`src/rtl/evt_irq_pkg.sv`:
```
// Package: shared types of the event and interrupt controller.
// Assumes: nothing beyond the users choosing a matching data width.
package evt_irq_pkg;

    // Source that a decoded read address selects.
    typedef enum logic [1:0] {
        SRC_NONE = 2'd0,
        SRC_SUM  = 2'd1,
        SRC_MASK = 2'd2,
        SRC_EVT  = 2'd3
    } rd_src_e;

endpackage

```
`src/rtl/evt_irq_latch.sv`:
```
// Module: evt_irq_latch
// One sticky event register. Pulses on set_i OR into the stored bits.
// clr_i empties the register, but bits set in the same cycle still land.
// sw_rst_i wipes everything and beats set_i.
// Assumes: set_i bits are single-cycle pulses from the event sources.
module evt_irq_latch #(
    parameter int DATA_W = 8
) (
    input  logic              clk,
    input  logic              rst_n,
    input  logic              sw_rst_i,
    input  logic              clr_i,
    input  logic [DATA_W-1:0] set_i,
    output logic [DATA_W-1:0] q_o
);

    logic [DATA_W-1:0] keep;

    // Old bits survive only when no clearing read hits this register.
    always_comb begin
        keep = clr_i ? '0 : q_o;
    end

    // Sticky storage with software reset taking priority.
    always_ff @(posedge clk) begin
        if (!rst_n) begin
            q_o <= '0;
        end else if (sw_rst_i) begin
            q_o <= '0;
        end else begin
            q_o <= keep | set_i;
        end
    end

endmodule

```
`src/rtl/evt_irq_dec.sv`:
```
// Module: evt_irq_dec
// Read address decoder. Finds the source of a read and, for event
// registers, the register index. It also raises a one-hot clear when the
// odd address of a pair is read.
// Assumes: event pairs start at EVT_BASE (even) and sit above the summary
// and mask addresses.
module evt_irq_dec
    import evt_irq_pkg::*;
#(
    parameter int NUM_EVT  = 5,
    parameter int ADDR_W   = 8,
    parameter int EVT_BASE = 2,
    parameter int SUM_ADDR = 0,
    parameter int MSK_ADDR = 1,
    parameter int IDX_W    = 3
) (
    input  logic               rd_en_i,
    input  logic [ADDR_W-1:0]  addr_i,
    output rd_src_e            src_o,
    output logic [IDX_W-1:0]   idx_o,
    output logic [NUM_EVT-1:0] clr_o
);

    localparam int PAIR_W = ADDR_W - 1;

    logic [ADDR_W-1:0] off;
    logic [PAIR_W-1:0] pair;
    logic              evt_hit;
    logic              cor_hit;

    // Offset into the event area, split into pair number and clear flag.
    always_comb begin
        off     = addr_i - ADDR_W'(EVT_BASE);
        pair    = off[ADDR_W-1:1];
        evt_hit = (addr_i >= ADDR_W'(EVT_BASE)) && (pair < PAIR_W'(NUM_EVT));
        cor_hit = evt_hit && off[0];
        idx_o   = pair[IDX_W-1:0];
    end

    // Pick the read source from the address.
    always_comb begin
        if (addr_i == ADDR_W'(SUM_ADDR)) begin
            src_o = SRC_SUM;
        end else if (addr_i == ADDR_W'(MSK_ADDR)) begin
            src_o = SRC_MASK;
        end else if (evt_hit) begin
            src_o = SRC_EVT;
        end else begin
            src_o = SRC_NONE;
        end
    end

    // One clear line per event register, raised only on a clearing read.
    always_comb begin
        for (int k = 0; k < NUM_EVT; k++) begin
            clr_o[k] = rd_en_i && cor_hit && (pair == PAIR_W'(k));
        end
    end

endmodule

```
`src/rtl/evt_irq_summary.sv`:
```
// Module: evt_irq_summary
// Builds the summary byte from the event registers. Register k drives
// summary bit DATA_W-NUM_EVT+k and the lowest bits stay 0. This module
// also holds the interrupt mask and drives the active-low interrupt.
// Assumes: NUM_EVT <= DATA_W.
module evt_irq_summary #(
    parameter int              NUM_EVT  = 5,
    parameter int              DATA_W   = 8,
    parameter logic [DATA_W-1:0] MASK_RST = 8'hF8
) (
    input  logic                           clk,
    input  logic                           rst_n,
    input  logic                           sw_rst_i,
    input  logic                           mask_wr_i,
    input  logic [DATA_W-1:0]              mask_wdata_i,
    input  logic [NUM_EVT-1:0][DATA_W-1:0] evt_q_i,
    output logic [DATA_W-1:0]              summary_o,
    output logic [DATA_W-1:0]              mask_q_o,
    output logic                           irq_n_o
);

    localparam int LOW_BITS = DATA_W - NUM_EVT;

    // Summary bits: an OR per event register, zeros below.
    for (genvar b = 0; b < DATA_W; b++) begin : g_sum
        if (b >= LOW_BITS) begin : g_live
            assign summary_o[b] = |evt_q_i[b-LOW_BITS];
        end else begin : g_zero
            assign summary_o[b] = 1'b0;
        end
    end

    // Mask register, restored by either reset.
    always_ff @(posedge clk) begin
        if (!rst_n) begin
            mask_q_o <= MASK_RST;
        end else if (sw_rst_i) begin
            mask_q_o <= MASK_RST;
        end else if (mask_wr_i) begin
            mask_q_o <= mask_wdata_i;
        end
    end

    // Interrupt pulls low when any enabled summary bit is set.
    always_comb begin
        irq_n_o = ~|(summary_o & mask_q_o);
    end

endmodule

```
`src/rtl/evt_irq_rdmux.sv`:
```
// Module: evt_irq_rdmux
// Registered read data. The selected value is captured on the edge that
// samples the strobe and is held until the next strobe. On a clearing
// read it captures the value from before the clear.
// Assumes: idx_i is in range whenever src_i is SRC_EVT.
module evt_irq_rdmux
    import evt_irq_pkg::*;
#(
    parameter int NUM_EVT = 5,
    parameter int DATA_W  = 8,
    parameter int IDX_W   = 3
) (
    input  logic                           clk,
    input  logic                           rst_n,
    input  logic                           rd_en_i,
    input  rd_src_e                        src_i,
    input  logic [IDX_W-1:0]               idx_i,
    input  logic [NUM_EVT-1:0][DATA_W-1:0] evt_q_i,
    input  logic [DATA_W-1:0]              summary_i,
    input  logic [DATA_W-1:0]              mask_i,
    output logic [DATA_W-1:0]              rd_data_o
);

    logic [DATA_W-1:0] sel;

    // Choose the byte that the current address names.
    always_comb begin
        sel = '0;
        unique case (src_i)
            SRC_SUM:  sel = summary_i;
            SRC_MASK: sel = mask_i;
            SRC_EVT: begin
                for (int k = 0; k < NUM_EVT; k++) begin
                    if (idx_i == IDX_W'(k)) begin
                        sel = evt_q_i[k];
                    end
                end
            end
            default:  sel = '0;
        endcase
    end

    // Capture on a strobe, hold otherwise.
    always_ff @(posedge clk) begin
        if (!rst_n) begin
            rd_data_o <= '0;
        end else if (rd_en_i) begin
            rd_data_o <= sel;
        end
    end

endmodule

```
`src/rtl/evt_irq_ctrl.sv`:
```
// Module: evt_irq_ctrl (top)
// Latched event and interrupt controller. NUM_EVT sticky event registers
// each sit at a read-only and a clear-on-read address. A summary and a
// mask sit at fixed addresses, and an active-low interrupt is driven.
// Assumes: event inputs are single-cycle pulses; sw_rst is a one-cycle
// pulse; reads and mask writes are one-cycle strobes.
module evt_irq_ctrl
    import evt_irq_pkg::*;
#(
    parameter int                NUM_EVT  = 5,
    parameter int                DATA_W   = 8,
    parameter int                ADDR_W   = 8,
    parameter int                EVT_BASE = 2,
    parameter logic [DATA_W-1:0] MASK_RST = 8'hF8
) (
    input  logic                      clk,
    input  logic                      rst_n,
    input  logic                      sw_rst,
    input  logic [NUM_EVT*DATA_W-1:0] evt_i,
    input  logic                      rd_en,
    input  logic [ADDR_W-1:0]         rd_addr,
    output logic [DATA_W-1:0]         rd_data,
    input  logic                      mask_wr,
    input  logic [DATA_W-1:0]         mask_wdata,
    output logic                      irq_n
);

    localparam int IDX_W    = (NUM_EVT > 1) ? $clog2(NUM_EVT) : 1;
    localparam int SUM_ADDR = 0;
    localparam int MSK_ADDR = 1;

    rd_src_e                        rd_src;
    logic [IDX_W-1:0]               rd_idx;
    logic [NUM_EVT-1:0]             evt_clr;
    logic [NUM_EVT-1:0][DATA_W-1:0] evt_q;
    logic [DATA_W-1:0]              summary;
    logic [DATA_W-1:0]              mask_q;

    evt_irq_dec #(
        .NUM_EVT (NUM_EVT),
        .ADDR_W  (ADDR_W),
        .EVT_BASE(EVT_BASE),
        .SUM_ADDR(SUM_ADDR),
        .MSK_ADDR(MSK_ADDR),
        .IDX_W   (IDX_W)
    ) u_dec (
        .rd_en_i(rd_en),
        .addr_i (rd_addr),
        .src_o  (rd_src),
        .idx_o  (rd_idx),
        .clr_o  (evt_clr)
    );

    // One sticky register per event group.
    for (genvar k = 0; k < NUM_EVT; k++) begin : g_evt
        evt_irq_latch #(
            .DATA_W(DATA_W)
        ) u_latch (
            .clk     (clk),
            .rst_n   (rst_n),
            .sw_rst_i(sw_rst),
            .clr_i   (evt_clr[k]),
            .set_i   (evt_i[k*DATA_W +: DATA_W]),
            .q_o     (evt_q[k])
        );
    end

    evt_irq_summary #(
        .NUM_EVT (NUM_EVT),
        .DATA_W  (DATA_W),
        .MASK_RST(MASK_RST)
    ) u_sum (
        .clk         (clk),
        .rst_n       (rst_n),
        .sw_rst_i    (sw_rst),
        .mask_wr_i   (mask_wr),
        .mask_wdata_i(mask_wdata),
        .evt_q_i     (evt_q),
        .summary_o   (summary),
        .mask_q_o    (mask_q),
        .irq_n_o     (irq_n)
    );

    evt_irq_rdmux #(
        .NUM_EVT(NUM_EVT),
        .DATA_W (DATA_W),
        .IDX_W  (IDX_W)
    ) u_rd (
        .clk      (clk),
        .rst_n    (rst_n),
        .rd_en_i  (rd_en),
        .src_i    (rd_src),
        .idx_i    (rd_idx),
        .evt_q_i  (evt_q),
        .summary_i(summary),
        .mask_i   (mask_q),
        .rd_data_o(rd_data)
    );

endmodule

```
`config.mk`:
```
export PLATFORM = sky130hd
export DESIGN_NAME = evt_irq_ctrl
export DESIGN_NICKNAME = d
export VERILOG_FILES = /design/src/rtl/evt_irq_pkg.sv /design/src/rtl/evt_irq_latch.sv /design/src/rtl/evt_irq_dec.sv /design/src/rtl/evt_irq_summary.sv /design/src/rtl/evt_irq_rdmux.sv /design/src/rtl/evt_irq_ctrl.sv
export SDC_FILE = /design/constraint.sdc
export NUM_CORES = 1
export LEC_CHECK = 0
export BUFFER_PORTS_ARGS = -buffer_cell sky130_fd_sc_hd__clkbuf_2
export CAP_MARGIN = 15
export CELL_PAD_IN_SITES_DETAIL_PLACEMENT = 1
export CELL_PAD_IN_SITES_GLOBAL_PLACEMENT = 1
export CORE_MARGIN = 3
export CORE_UTILIZATION = 40
export DETAILED_ROUTE_END_ITERATION = 12
export GPL_ROUTABILITY_DRIVEN = 0
export PLACE_DENSITY_LB_ADDON = 0.1
export SLEW_MARGIN = 25
export SYNTH_ARGS = -nofsm -noshare
export SYNTH_HDL_FRONTEND = slang
export SYNTH_HIERARCHICAL = 1
export SYNTH_SLANG_ARGS = --single-unit
```
`constraint.sdc`:
```
create_clock -name clk -period 2.9 [get_ports clk]
set_input_delay 0.58 -clock clk [delete_from_list [all_inputs] [get_ports clk]]
set_output_delay 0.58 -clock clk [all_outputs]
set_load 0.01 [all_outputs]
```
# Word level (Yosys, flattened, before mapping)
# Index checks and enable logic that the tools add are counted.
[totals]
inputBits = 61
word_cells = 62
ff_bits = 56
out_inout_bits = 9
[classes]
bitwise = 7
add_sub_neg = 1
n_reduce_logical = 19
eq_ne = 12
order_cmp = 2
mux = 14
[op_table]
columns = ["op", "count"]
rows = [
  ["8-bit 2-to-1 mux", 10],
  ["8-bit OR reduction", 6],
  ["8-bit OR", 5],
  ["8-bit one-hot mux with 3 select lines", 1],
  ["7-bit by 2-bit equality test with 1-bit output (second input constant)", 2],
  ["8-bit bitwise AND", 1],
  ["8-bit by 1-bit equality test with 1-bit output (second input constant)", 1],
  ["8-bit by 2-bit >= comparator with 1-bit output (second input constant)", 1],
  ["1-bit logical AND", 8],
  ["8-bit zero test", 1],
  ["8-bit by 2-bit subtractor with 8-bit output (second input constant)", 1],
  ["7-bit by 1-bit equality test with 1-bit output (second input constant)", 1],
  ["7-bit by 3-bit equality test with 1-bit output (second input constant)", 1],
  ["7-bit zero test", 1],
  ["7-bit by 3-bit less-than comparator with 1-bit output (second input constant)", 1],
  ["3-bit by 2-bit equality test with 1-bit output (second input constant)", 2],
  ["2-bit 2-to-1 mux", 3],
  ["2-bit equality test (second input constant)", 2],
  ["3-bit by 1-bit equality test with 1-bit output (second input constant)", 1],
  ["3-bit equality test (second input constant)", 1],
  ["3-bit zero test", 1],
  ["2-bit by 1-bit equality test with 1-bit output (second input constant)", 1],
  ["2-bit OR reduction", 1],
  ["1-bit zero test", 1],
  ["1-bit inverter", 1],
]

# Longest topological paths before layout
# Gate-level depths: netlist (run 1).
[depth]
depth_word = 8
depth_mapped = 10

# By module
# The synthesis (run 1) kept the hierarchy.
[modules_own_cells]
columns = ["module", "area_each_um2", "instances", "cells_per_inst"]
rows = [
  ["evt_irq_latch", 335.3, 5, 34],
  ["evt_irq_rdmux", 770.7, 1, 90],
  ["evt_irq_summary", 419.2, 1, 50],
  ["evt_irq_dec", 290.3, 1, 42],
]

# Worst setup path after synthesis (run 1)
# Ideal clock, no wire load.
[synth_timing]
kind = "input-to-reg"
startpoint = "in rd_addr[1]"
endpoint = "reg u_rd.rd_data_o[0]"
setup_ns = 0.130
path_stages = 10
t_required_ns = 2.770
setup_slack_ns = 0.366
arrival_ns = 2.405
cell_sequence = "inv_1 -> ha_1 -> nor4_2 -> and4b_1 -> a211oi_2 -> o22ai_1 -> nor2b_1 -> buf_1 -> a222oi_1 -> a21oi_1"
[synth_via]
elab_chain_cells = 8
word_cells_on_any_way = 23
classes_between = "add/sub: 1; order compare: 2; eq/ne: 8; mux: 9; reduce/logical: 3"
[synth_rtl]
columns = ["element", "line_no", "source"]
rows = [
  ["start, declared", "evt_irq_ctrl.sv:21", "input logic [ADDR_W-1:0] rd_addr,"],
  ["8-bit by 2-bit subtractor with 8-bit output", "evt_irq_dec.sv:33", "off = addr_i - ADDR_W'(EVT_BASE);"],
  ["7-bit by 3-bit less-than comparator with 1-bit output", "evt_irq_dec.sv:35", "evt_hit = (addr_i >= ADDR_W'(EVT_BASE)) && (pair < PAIR_W'(NUM_EVT));"],
  ["1-bit logical AND", "evt_irq_dec.sv:35", ""],
  ["2-bit 2-to-1 mux", "evt_irq_dec.sv:46", "end else if (evt_hit) begin"],
  ["2-bit 2-to-1 mux", "evt_irq_dec.sv:44", "end else if (addr_i == ADDR_W'(MSK_ADDR)) begin"],
  ["2-bit 2-to-1 mux *", "evt_irq_dec.sv:42", "if (addr_i == ADDR_W'(SUM_ADDR)) begin"],
  ["net rd_src[1]", "evt_irq_ctrl.sv:32", "rd_src_e rd_src;"],
  ["2-bit equality test or 2-bit by 1-bit equality test with 1-bit output (tied branches)", "evt_irq_rdmux.sv:29", "unique case (src_i)"],
  ["8-bit one-hot mux with 3 select lines *", "evt_irq_rdmux.sv:29", ""],
  ["end signal, assigned", "evt_irq_rdmux.sv:48", "rd_data_o <= sel;"],
  ["end, declared", "evt_irq_rdmux.sv:21", "output logic [DATA_W-1:0] rd_data_o"],
]
# Mark *: on every way through the listed nets, which the timed path passes. The rest lies on a longest branch.
# A chain may end at the register's enable or synchronous reset.

# Final worst setup path (run 1)
[layout_timing]
startpoint = "in rd_addr[1]"
endpoint = "reg u_rd.rd_data_o[4]"
[layout_via]
elab_chain_cells = 8
word_cells_on_any_way = 23
classes_between = "add/sub: 1; order compare: 2; eq/ne: 8; mux: 9; reduce/logical: 3"
[layout_rtl]
columns = ["element", "line_no", "source"]
rows = [
  ["8-bit by 2-bit subtractor with 8-bit output *", "evt_irq_dec.sv:33", ""],
  ["net rd_idx[0]", "evt_irq_ctrl.sv:33", "logic [IDX_W-1:0] rd_idx;"],
  ["7-bit by 3-bit less-than comparator with 1-bit output *", "evt_irq_dec.sv:35", ""],
  ["1-bit logical AND *", "evt_irq_dec.sv:35", ""],
  ["2-bit 2-to-1 mux *", "evt_irq_dec.sv:46", ""],
  ["2-bit 2-to-1 mux *", "evt_irq_dec.sv:44", ""],
  ["2-bit 2-to-1 mux *", "evt_irq_dec.sv:42", ""],
  ["net rd_src[0]", "evt_irq_ctrl.sv:32", ""],
  ["2-bit equality test or 2-bit by 1-bit equality test with 1-bit output (tied branches)", "evt_irq_rdmux.sv:29", ""],
  ["8-bit one-hot mux with 3 select lines *", "evt_irq_rdmux.sv:29", ""],
]
# Marks and branches as above.

==> metrics.md, run 1 <==
| Metric | Value |
|---|---|
| Initial antenna violation count | `0` |
| Dpl ws | `-0.0703 ns` |
| Family with the most delay on the worst path | `compound AO/OA/AOI/OAI gates` |
| Global Route met3 Usage | `0.0311` |
| IR drop worst, VDD | `178 µV` |
| Grt total ovfl | `0` |
| # nets final | `489` |
| Io pins | `70` |
| Critical Path, Cell by Cell | `clkbuf_2 > inv_1 > ha_1 > nor4_2 > and4b_1 > a211oi_2 > o22ai_1 > nor2b_1 > buf_4 > a222oi_1 > a21oi_1` |
| Synthesized area | `approximately 0.0032 mm²` |
| Post-CTS setup buffer count | `0` |
| Max-slew violations | `0` |
| Core footprint | `0.00745 mm²` |
| Critical Path Max Stage Delay | `0.37 ns` |
| Final setup viols | `0` |
| # DRC | `0` |
| Hold Crit Start | `evt_i[3]` |
| Filler cell count | `946` |
| Post-layout minimum cycle time | `2.66 ns` |
| Chip width | `94.8 µm` |
| Largest net degree at the start of global routing | `20` |
| Antenna-violating nets left | `0` |
| Crit path kind | `primary input to register` |
| Total CTS buffers | `5` |
| Final worst setup slack | `approximately 0.24 ns` |
| Status | `completed` |
| Via density | `5.30` |
| Clk sink count | `56` |
| Dpl hpwl | `6.69 mm` |
| Fin. Hold Viols | `0` |
| Clock-pin slew on the worst setup and hold paths | `0.10 ns` |
| Clk_skew | `about 0.0058 ns` |
| Avg WL per Cell | `16.2 µm` |
| Worst setup EP type | `register` |
| First-pass GRT wire length | `13.9 mm` |
| Starting Density | `0.424` |
| Worst R2R Setup Slack | `1.57 ns` |
| CP Launch Type | `primary input` |
| Tcrit/Tclk final | `0.916` |
| Syn Area/Cell | `8.97 µm²` |
| GRT busiest layer | `met2` |
| Post-synthesis register bit count | `56` |
| Fmax | `0.376 GHz` |
| H-tree levels | `2` |
| YS warnings | `6` |
| Die Area | `0.00899 mm²` |
| Detailed Routing Iterations Pass 1 | `6` |
| Crit Path Max Fanout | `8` |
| Final TNS setup | `0 ns` |
| Drt initial violations | `176` |
| Max-cap violations | `0` |
| Commonest non-fill, non-tap cells in the layout | `69 x clkbuf_2, 56 x dfxtp_1, 44 x inv_1` |
| CTS Buffer Depth | `2` |
| Pwr Total | `1.57 mW` |
| Met2 GRT Util | `0.315` |
| P per Cell Area | `427 mW/mm²` |
| Num rows | `31` |
| Routed WL | `~8.5 mm` |
| Gr usage total | `0.197` |
| Static leakage | `1.63 nW` |
| Crit path buffers/inverters | `3` |
| Routed via count | `2,778` |
| Clk root buf | `clkbuf_8` |
| CTS tree | `yes` |
| FF-to-FF Start | `g_evt[4].u_latch/q_o[5]` |
| Most common cell after layout, fill and taps aside | `clkbuf_2` |
| Synthesized instance count | `352` |
| Met1 GRT Util | `0.271` |
| Port Buffers | `69` |
| Critical Path RT | `3.09 ns` |
| Unrepaired setup endpoints after global routing | `false` |
| Latest clock arrival within the worst-skew pair | `between 0.3 and 0.4 ns` |
| Layout cells sized above 1 | `0.346` |
| Synth cell types | `40` |
| Hold Path Class | `primary input to register` |
| Vias in the first global route | `2,793` |
| Critical Path Start | `rd_addr[1]` |
| Sequential area share after synthesis | `0.355` |
| Die height | `94.8 µm` |
| WP data arrival | `2.85 ns` |
| Slowest stage cell, crit path | `nor4_2` |
| Ant diodes | `0` |
| P&R area growth vs syn | `16.1%` |
[final timing paths]
kind | to | cells past startpoint
max | u_rd/rd_data_o[4] | 11
min | g_evt[0].u_latch/q_o[3] | 3
max reg2reg | u_rd/rd_data_o[7] | 4
min reg2reg | g_evt[2].u_latch/q_o[5] | 2
[cells in the mapped netlist, drive strengths merged]
master	count	area share
a211oi	1	0.0040
a21oi	48	0.12
a222oi	9	0.029
a22oi	1	0.0024
and2	1	0.0020
and3	9	0.018
and4	1	0.0028
and4b	1	0.0032
buf	18	0.049
conb	1	0.0012
dfxtp	56	0.36
ha	4	0.016
inv	45	0.054
mux2i	17	0.054
nand2	15	0.018
nand2b	48	0.11
nand3	4	0.0063
nand4	1	0.0020
nor2	19	0.023
nor2b	3	0.0059
nor3	4	0.0063
nor4	13	0.028
nor4b	1	0.0048
o21ai	9	0.014
o221ai	8	0.024
o22ai	10	0.036
o31a	1	0.0028
o31ai	1	0.0024
or2	1	0.0020
xnor2	1	0.0028
xor2	1	0.0028
[state kept, by name, indices dropped and copies added, names as in the netlist]
signal             flops
u_sum/mask_q_o         8
u_rd/rd_data_o         8
g_evt.u_latch/q_o     40
[logic make-up (layout without fill, tap and decap cells)]
group                    after synthesis  in the layout  share of synthesized area
AND/OR/NAND/NOR                      121            121                      0.228
AO/OA/AOI/OAI                         88             88                      0.238
buffers and inverters                 63            134                      0.102
flip-flops                            56             56                      0.355
multiplexers                          17             17                     0.0539
adder cells (fa/ha/maj)                4              4                     0.0159
XOR/XNOR                               2              2                    0.00555
other                                  1              3                    0.00119
[stage by stage]
| stage | hold WS [ns] | instance area, µm² | utilization | std cells |
|---|---|---|---|---|
| 2_1_floorplan | 0.460 | 3160 | - | 354 |
| 3_3_place_gp | 0.489 | 3570 | 0.479 | 516 |
| 3_5_place_dp | 0.497 | 3570 | 0.479 | 516 |
| 4_1_cts | 0.461 | 3660 | 0.492 | 524 |
| 5_1_grt | 0.464 | 3670 | 0.492 | 524 |
| 6_report | 0.471 | 3670 | 0.492 | 524 |
[repair_timing]
action,CTS,global route
endpoints found under the setup margin,0,2
gates resized for setup,0,1
hold endpoints to repair,0,0
hold buffers,0,0
[worst reg2reg max path, stage by stage (launching register included)]
cell and delay [ns]:
dfxtp_1 0.35, nor4_1 0.32, nand2_1 0.13, a222oi_1 0.31, a21oi_1 0.10
[layer usage]
metal  share of wire  up-vias
met5               0        -
met4           0.013        0
met3           0.055       11
met2            0.46       87
met1            0.47     1319
li1                -     1361
[layout make-up]
type	instances	area, µm²	share of cell area
timing repair buffer	81	435	0.119
sequential	56	1120	0.306
clock buffer	7	86.3	0.0235
tap	99	124	0.0338
inverter	45	169	0.0461
clock inverter	1	7.51	0.00205
multi-input combinational	235	1720	0.470
[power breakdown]
| group | switching, mW | total [mW] | internal [mW] |
|---|---|---|---|
| sequential | 0.0291 | 0.829 | 0.800 |
| clock | 0.265 | 0.460 | 0.195 |
| combinational | 0.160 | 0.276 | 0.116 |
| total | 0.454 | 1.57 | 1.11 |
Note: power is estimated with default switching activity, not from simulation.
==> run 2, diff against run 1 <==
--- a/config.mk
+++ b/config.mk
@@ -14,6 +14,7 @@
 export DETAILED_ROUTE_END_ITERATION = 12
 export GPL_ROUTABILITY_DRIVEN = 0
 export PLACE_DENSITY_LB_ADDON = 0.1
+export RECOVER_POWER = 50
 export SLEW_MARGIN = 25
 export SYNTH_ARGS = -nofsm -noshare
 export SYNTH_HDL_FRONTEND = slang
==> run 2 against run 1 <==
Net effect:
- sequential share of layout area up 0.39 points
- total power down 0.46%
- sequential cell count unchanged
- hold slack worse by 0.00073 ns
- final cell count unchanged
- clock skew down 0.0020 ns
- largest power group unchanged
- highest routed layer unchanged
- routed wire length down 0.27%
- clock power about the same
- non-clock buffer count unchanged
- combinational power down 1%
==> metrics.md, run 2 (same netlist as run 1, synthesis figures left out) <==
| Metric | Value |
|---|---|
| Status | `completed` |
| Max FFs per register | `40 (unchanged)` |
| Clk_skew | `0.00375 ns (-0.00204 ns)` |
| Drt initial violations | `179 (+1.7%)` |
| Worst Tran Pin Value | `0.838 ns` |
| H-tree levels | `2 (unchanged)` |
| Family with the most delay on the worst path | `compound AO/OA/AOI/OAI gates` |
| Dpl hpwl | `6.69 mm (unchanged)` |
| Total CTS buffers | `5 (unchanged)` |
| First-pass GRT wire length | `13.9 mm (unchanged)` |
| Critical Path Stages | `11 (unchanged)` |
| Post-layout minimum cycle time | `2.61 ns (-0.0422 ns)` |
| P&R area growth vs syn | `14.7%` |
| Final TNS setup | `0 ns (unchanged)` |
| Crit path kind | `primary input to register` |
| Via density | `5.33 (+0.58%)` |
| IR drop worst, VDD | `172 µV (-3.5%)` |
| Inst Count DP | `516 (unchanged)` |
| Antenna-violating nets left | `0 (unchanged)` |
| Hold Path Class | `primary input to register` |
| Starting Density | `0.424 (unchanged)` |
| Critical Path, Cell by Cell | `clkbuf_2 > inv_1 > ha_1 > nor4_2 > and4b_1 > a211oi_1 > o22ai_1 > nor2b_1 > buf_4 > a222oi_1 > a21oi_1` |
| Critical Path Start | `rd_addr[1]` |
| Initial antenna violation count | `0 (unchanged)` |
| Final Instance Count excl. Fillers | `524 (unchanged)` |
| Clock-pin slew on the worst setup and hold paths | `0.10 ns (about the same)` |
| CTS Buffer Depth | `2 (unchanged)` |
| Tcrit/Tclk final | `0.902 (-0.0146)` |
| Filler cell count | `957 (+1.2%)` |
| Final setup viols | `0 (unchanged)` |
| # DRC | `0 (unchanged)` |
| P per Cell Area | `431 mW/mm² (+0.81%)` |
| Num rows | `31 (unchanged)` |
| Fin. Hold Viols | `0 (unchanged)` |
| Io pins | `70 (unchanged)` |
| Avg WL per Cell | `16.1 µm (-0.27%)` |
| Largest reg by FF count | `g_evt.u_latch/q_o` |
| Worst slew margin | `0.441` |
| Worst setup EP type | `register` |
| # nets final | `489 (unchanged)` |
| Hold depth | `3 (unchanged)` |
| Chip width | `94.8 µm (unchanged)` |
| Fmax | `0.383 GHz (+1.6%)` |
| Pwr Total | `1.56 mW (-0.46%)` |
| Biggest regs | `g_evt.u_latch/q_o (40), u_rd/rd_data_o (8), u_sum/mask_q_o (8)` |
| Critical Path Max Stage Delay | `0.37 ns (about the same)` |
| Gr usage total | `0.197 (unchanged)` |
| Hold Crit Start | `evt_i[3]` |
| CP Launch Type | `primary input` |
| Post-CTS setup buffer count | `0 (unchanged)` |
| Detailed Routing Iterations Pass 1 | `6 (unchanged)` |
| Latest clock arrival within the worst-skew pair | `0.31 ns (about the same)` |
| Routed WL | `8.45 mm (-0.27%)` |
| Reg2Reg Depth | `4 (unchanged)` |
| Core footprint | `0.00745 mm² (unchanged)` |
| FF-to-FF Start | `g_evt[4].u_latch/q_o[5]` |
| Slowest stage cell, crit path | `o22ai_1` |
| Most common cell after layout, fill and taps aside | `clkbuf_2` |
| Crit path buffers/inverters | `3 (unchanged)` |
| Layout cells sized above 1 | `0.304 (-0.0424)` |
| Critical Path RT | `3.10 ns (about the same)` |
| Ant diodes | `0 (unchanged)` |
| Static leakage | `1.58 nW (-2.6%)` |
| Clk root buf | `clkbuf_8` |
| Max-cap violations | `0 (unchanged)` |
| Largest net degree at the start of global routing | `20 (unchanged)` |
| Commonest non-fill, non-tap cells in the layout | `60 x clkbuf_2, 56 x dfxtp_1, 44 x inv_1` |
| Clk sink count | `56 (unchanged)` |
| Port Buffers | `69 (unchanged)` |
| Routed via count | `2,794 (+0.58%)` |
| WP data arrival | `2.81 ns (-0.04 ns)` |
| Die Area | `0.00899 mm² (unchanged)` |
| CTS tree | `yes` |
| Grt total ovfl | `0 (unchanged)` |
| Die height | `94.8 µm (unchanged)` |
| Unrepaired setup endpoints after global routing | `false` |
| Max-slew violations | `0 (unchanged)` |
| Crit Path Max Fanout | `8 (unchanged)` |
| Vias in the first global route | `2,793 (unchanged)` |
## run 2: power by group
| part | switching (mW) | leakage (nW) | internal, mW |
|---|---|---|---|
| registers | 0.0292 | 0.459 | 0.800 |
| clock network | 0.262 | 0.0445 | 0.195 |
| logic | 0.158 | 1.08 | 0.114 |
| total | 0.449 | 1.58 | 1.11 |
## run 2: worst paths after layout
path / slack (ns) / endpoint
worst max-delay path: 0.29 / u_rd/rd_data_o[7]
worst min-delay path: 0.47 / g_evt[0].u_latch/q_o[3]
worst max register to register: 1.57 / u_rd/rd_data_o[7]
worst min register to register: 0.51 / g_evt[1].u_latch/q_o[7]
## run 2: layer usage
metal | vias up | part of all wire | global-route usage
met3 | 13 | 0.060 | 0.0311
li1 | 1364 | - | -
met1 | 1327 | 0.46 | 0.271
met5 | - | 0 | 0
met4 | 0 | 0.015 | 0.0601
met2 | 90 | 0.46 | 0.315
## run 2: worst min-delay path: cells and delay by family
kind            cells  cell delay [ns]
buf+inv             2             0.13
compound gates      1             0.04
## run 2: area by class of cell
class                           count  area, µm²  share of cell area
Multi-Input combinational cell    235       1700               0.469
Inverter                           45        169              0.0467
Clock buffer                        7       86.3              0.0239
Tap cell                           99        124              0.0342
Clock inverter                      1       7.51             0.00207
Timing Repair Buffer               81        413               0.114
Sequential cell                    56       1120               0.310
## run 2: stage by stage
step / worst slack [ns] / utilization / hold slack (ns) / area (µm²)
after floorplan: 0.366 / - / 0.460 / 3160
after global placement: 0.116 / 0.479 / 0.489 / 3570
after detailed placement: -0.0703 / 0.479 / 0.497 / 3570
after CTS: 0.261 / 0.492 / 0.461 / 3660
after global routing: 0.0739 / 0.486 / 0.464 / 3620
final: 0.286 / 0.486 / 0.470 / 3620
## run 2: timing repair
item                                    4_1_cts  5_1_grt
hold buffers                                  0        0
gates resized for setup                       0        1
endpoints found under the setup margin        0        2
==> run 3, diff against run 2 <==
--- a/config.mk
+++ b/config.mk
@@ -13,6 +13,7 @@
 export CORE_UTILIZATION = 40
 export DETAILED_ROUTE_END_ITERATION = 12
 export GPL_ROUTABILITY_DRIVEN = 0
+export GPL_TIMING_DRIVEN = 0
 export PLACE_DENSITY_LB_ADDON = 0.1
 export RECOVER_POWER = 50
 export SLEW_MARGIN = 25
==> run 3 against run 2 <==
Net effect:
- sequential share of layout area is 1.2 points lower
- die area stayed put
- core utilization is 1.9 points higher
- sequential cell count stayed put
- non-clock buffer count is 4 higher
- maximum frequency is 3.4% lower
- critical path depth stayed put
- global-route usage is 0.66 points lower
- via count is 3.3% lower
==> metrics.md, run 3 (same netlist as run 1, synthesis figures left out) <==
| Metric | Value |
|---|---|
| Hold Crit Start | `evt_i[3]` |
| Hold depth | `3 (unchanged)` |
| Post-CTS setup buffer count | `0 (unchanged)` |
| Ant diodes | `0 (unchanged)` |
| Hold worst-path end | `g_evt[0].u_latch/q_o[3]` |
| R2r endpoint | `u_rd/rd_data_o[5]` |
| H-tree levels | `2 (unchanged)` |
| WP data arrival | `2.90 ns (+0.09 ns)` |
| Routed via count | `2,701 (-3.3%)` |
| # DRC | `0 (unchanged)` |
| Unrepaired setup endpoints after global routing | `true` |
| Tcrit/Tclk final | `0.933 (+0.0316)` |
| Core footprint | `0.00745 mm² (unchanged)` |
| Drt initial violations | `147 (-18%)` |
| Detailed Routing Iterations Pass 1 | `5 (-1)` |
| Largest reg by FF count | `g_evt.u_latch/q_o` |
| CP Launch Type | `primary input` |
| Starting Density | `0.424 (unchanged)` |
| Die Area | `0.00899 mm² (unchanged)` |
| CTS Buffer Depth | `2 (unchanged)` |
| Avg WL per Cell | `15.6 µm (-3.4%)` |
| Io pins | `70 (unchanged)` |
| CTS tree | `yes` |
| Dpl hpwl | `6.41 mm (-4.3%)` |
| Clock-pin slew on the worst setup and hold paths | `0.10 ns (about the same)` |
| Total CTS buffers | `5 (unchanged)` |
| Status | `completed` |
| Commonest non-fill, non-tap cells in the layout | `59 x clkbuf_2, 56 x dfxtp_1, 44 x inv_1` |
| Worst setup EP type | `register` |
| Static leakage | `1.63 nW (+2.8%)` |
| Max-cap violations | `0 (unchanged)` |
| IR drop worst, VDD | `164 µV (-4.5%)` |
| Worst R2R Setup Slack | `1.56 ns (about the same)` |
| Reg2Reg Depth | `4 (unchanged)` |
| Max-slew violations | `0 (unchanged)` |
| Most common cell after layout, fill and taps aside | `clkbuf_2` |
| Fin. Hold Viols | `0 (unchanged)` |
| Port Buffers | `67 (-2.9%)` |
| Final worst setup slack | `0.194 ns (-0.0918 ns)` |
| Pwr Total | `1.56 mW (+0.40%)` |
| # nets final | `493 (+0.82%)` |
| Clk_skew | `0.00835 ns (+0.00460 ns)` |
| Crit Path Max Fanout | `8 (unchanged)` |
| Antenna-violating nets left | `0 (unchanged)` |
| P per Cell Area | `416 mW/mm² (-3.4%)` |
| Clk root buf | `clkbuf_8` |
| P&R area growth vs syn | `19.1%` |
| Die height | `94.8 µm (unchanged)` |
| Gr usage total | `0.190 (-0.00656)` |
| Crit path kind | `primary input to register` |
| Vias in the first global route | `2,773 (-0.72%)` |
| Num rows | `31 (unchanged)` |
| Max FFs per register | `40 (unchanged)` |
| Layout cells sized above 1 | `0.341 (+0.0376)` |
| Post-layout minimum cycle time | `2.71 ns (+0.0918 ns)` |
| Worst slew margin | `0.443 (+0.00147)` |
| Critical Path RT | `3.09 ns (about the same)` |
| Clk sink count | `56 (unchanged)` |
| Dpl ws | `-0.350 ns (-0.280 ns)` |
| Hold slack | `0.481 ns (+0.0102 ns)` |
| Biggest regs | `g_evt.u_latch/q_o (40), u_rd/rd_data_o (8), u_sum/mask_q_o (8)` |
| First-pass GRT wire length | `13.6 mm (-2.1%)` |
| Grt total ovfl | `0 (unchanged)` |
| Post-layout util | `0.505 (+0.0190)` |
| Final setup viols | `0 (unchanged)` |
| Worst Tran Pin Value | `0.836 ns (-0.00221 ns)` |
| Via density | `5.13 (-3.9%)` |
| Largest net degree at the start of global routing | `17 (-15%)` |
| Chip width | `94.8 µm (unchanged)` |
| Latest clock arrival within the worst-skew pair | `0.31 ns (about the same)` |
| Fmax | `0.370 GHz (-3.4%)` |
| Hold Path Class | `primary input to register` |
| Initial antenna violation count | `0 (unchanged)` |
| FF-to-FF Start | `g_evt[2].u_latch/q_o[5]` |
| Routed WL | `8.21 mm (-2.8%)` |
## run 3: changes by cell type in the layout (fill, tap and decap cells not counted), sizes merged
cell,previous run,this run
clkinv,0,1
buf,9,16
clkbuf,79,75
clkinvlp,1,0
## run 3: worst max-delay path by stage
| stage | end | cells after the start | start |
|---|---|---|---|
| floorplan | u_rd/rd_data_o[0] | 10 | rd_addr[1] |
| global placement | g_evt[3].u_latch/q_o[2] | 9 | rd_addr[1] |
| detailed placement | u_rd/rd_data_o[2] | 11 | rd_addr[1] |
| CTS | g_evt[2].u_latch/q_o[3] | 9 | rd_addr[1] |
| global route | u_rd/rd_data_o[5] | 11 | rd_addr[1] |
| finish | u_rd/rd_data_o[5] | 11 | rd_addr[1] |
## run 3: timing repair
action,CTS,global route
cloned,0,0
hold buffers,0,0
setup endpoints to repair,3,17
resized for setup,3,7
pin swaps,0,3
## run 3: final cells by class
class                           instances  area (µm²)
Sequential cell                        56        1120
Clock buffer                            6        82.6
Buffer                                 18         156
Multi-Input combinational cell        235        1780
Fill cell                             956        3690
Timing Repair Buffer                   67         323
Tap cell                               99         124
Inverter                               45         169
Clock inverter                          1        8.76
## run 3: per-layer routing
layer,vias to the layer above,GRT usage,part of all wire
met1,1270,0.255,0.48
met3,6,0.0263,0.046
met5,-,0,0
li1,1368,-,-
met2,57,0.324,0.47
met4,0,0.0433,0.0097
## run 3: critical path, stage by stage
cell and delay [ns]:
clkbuf_2 0.19, inv_1 0.12, ha_2 0.26, nor4_4 0.34, and4b_1 0.31, a211oi_4 0.09
o22ai_2 0.27, nor2b_1 0.08, clkbuf_2 0.18, a222oi_1 0.37, a21oi_1 0.12
## run 3: power by group
group	internal (mW)	switching, mW	leakage [nW]	total (mW)
combinational	0.131	0.166	1.12	0.297
clock	0.191	0.249	0.0473	0.440
sequential	0.800	0.0276	0.459	0.828
## run 3: stage by stage
| stage | cells | setup TNS, ns | instance area [µm²] |
|---|---|---|---|
| 3_5_place_dp | 520 | -5.37 | 3630 |
| 4_1_cts | 527 | 0 | 3740 |
| 5_1_grt | 527 | -0.00409 | 3760 |
| 6_report | 527 | 0 | 3760 |
| 3_3_place_gp | 520 | -5.21 | 3620 |
| 2_1_floorplan | 354 | 0 | 3160 |
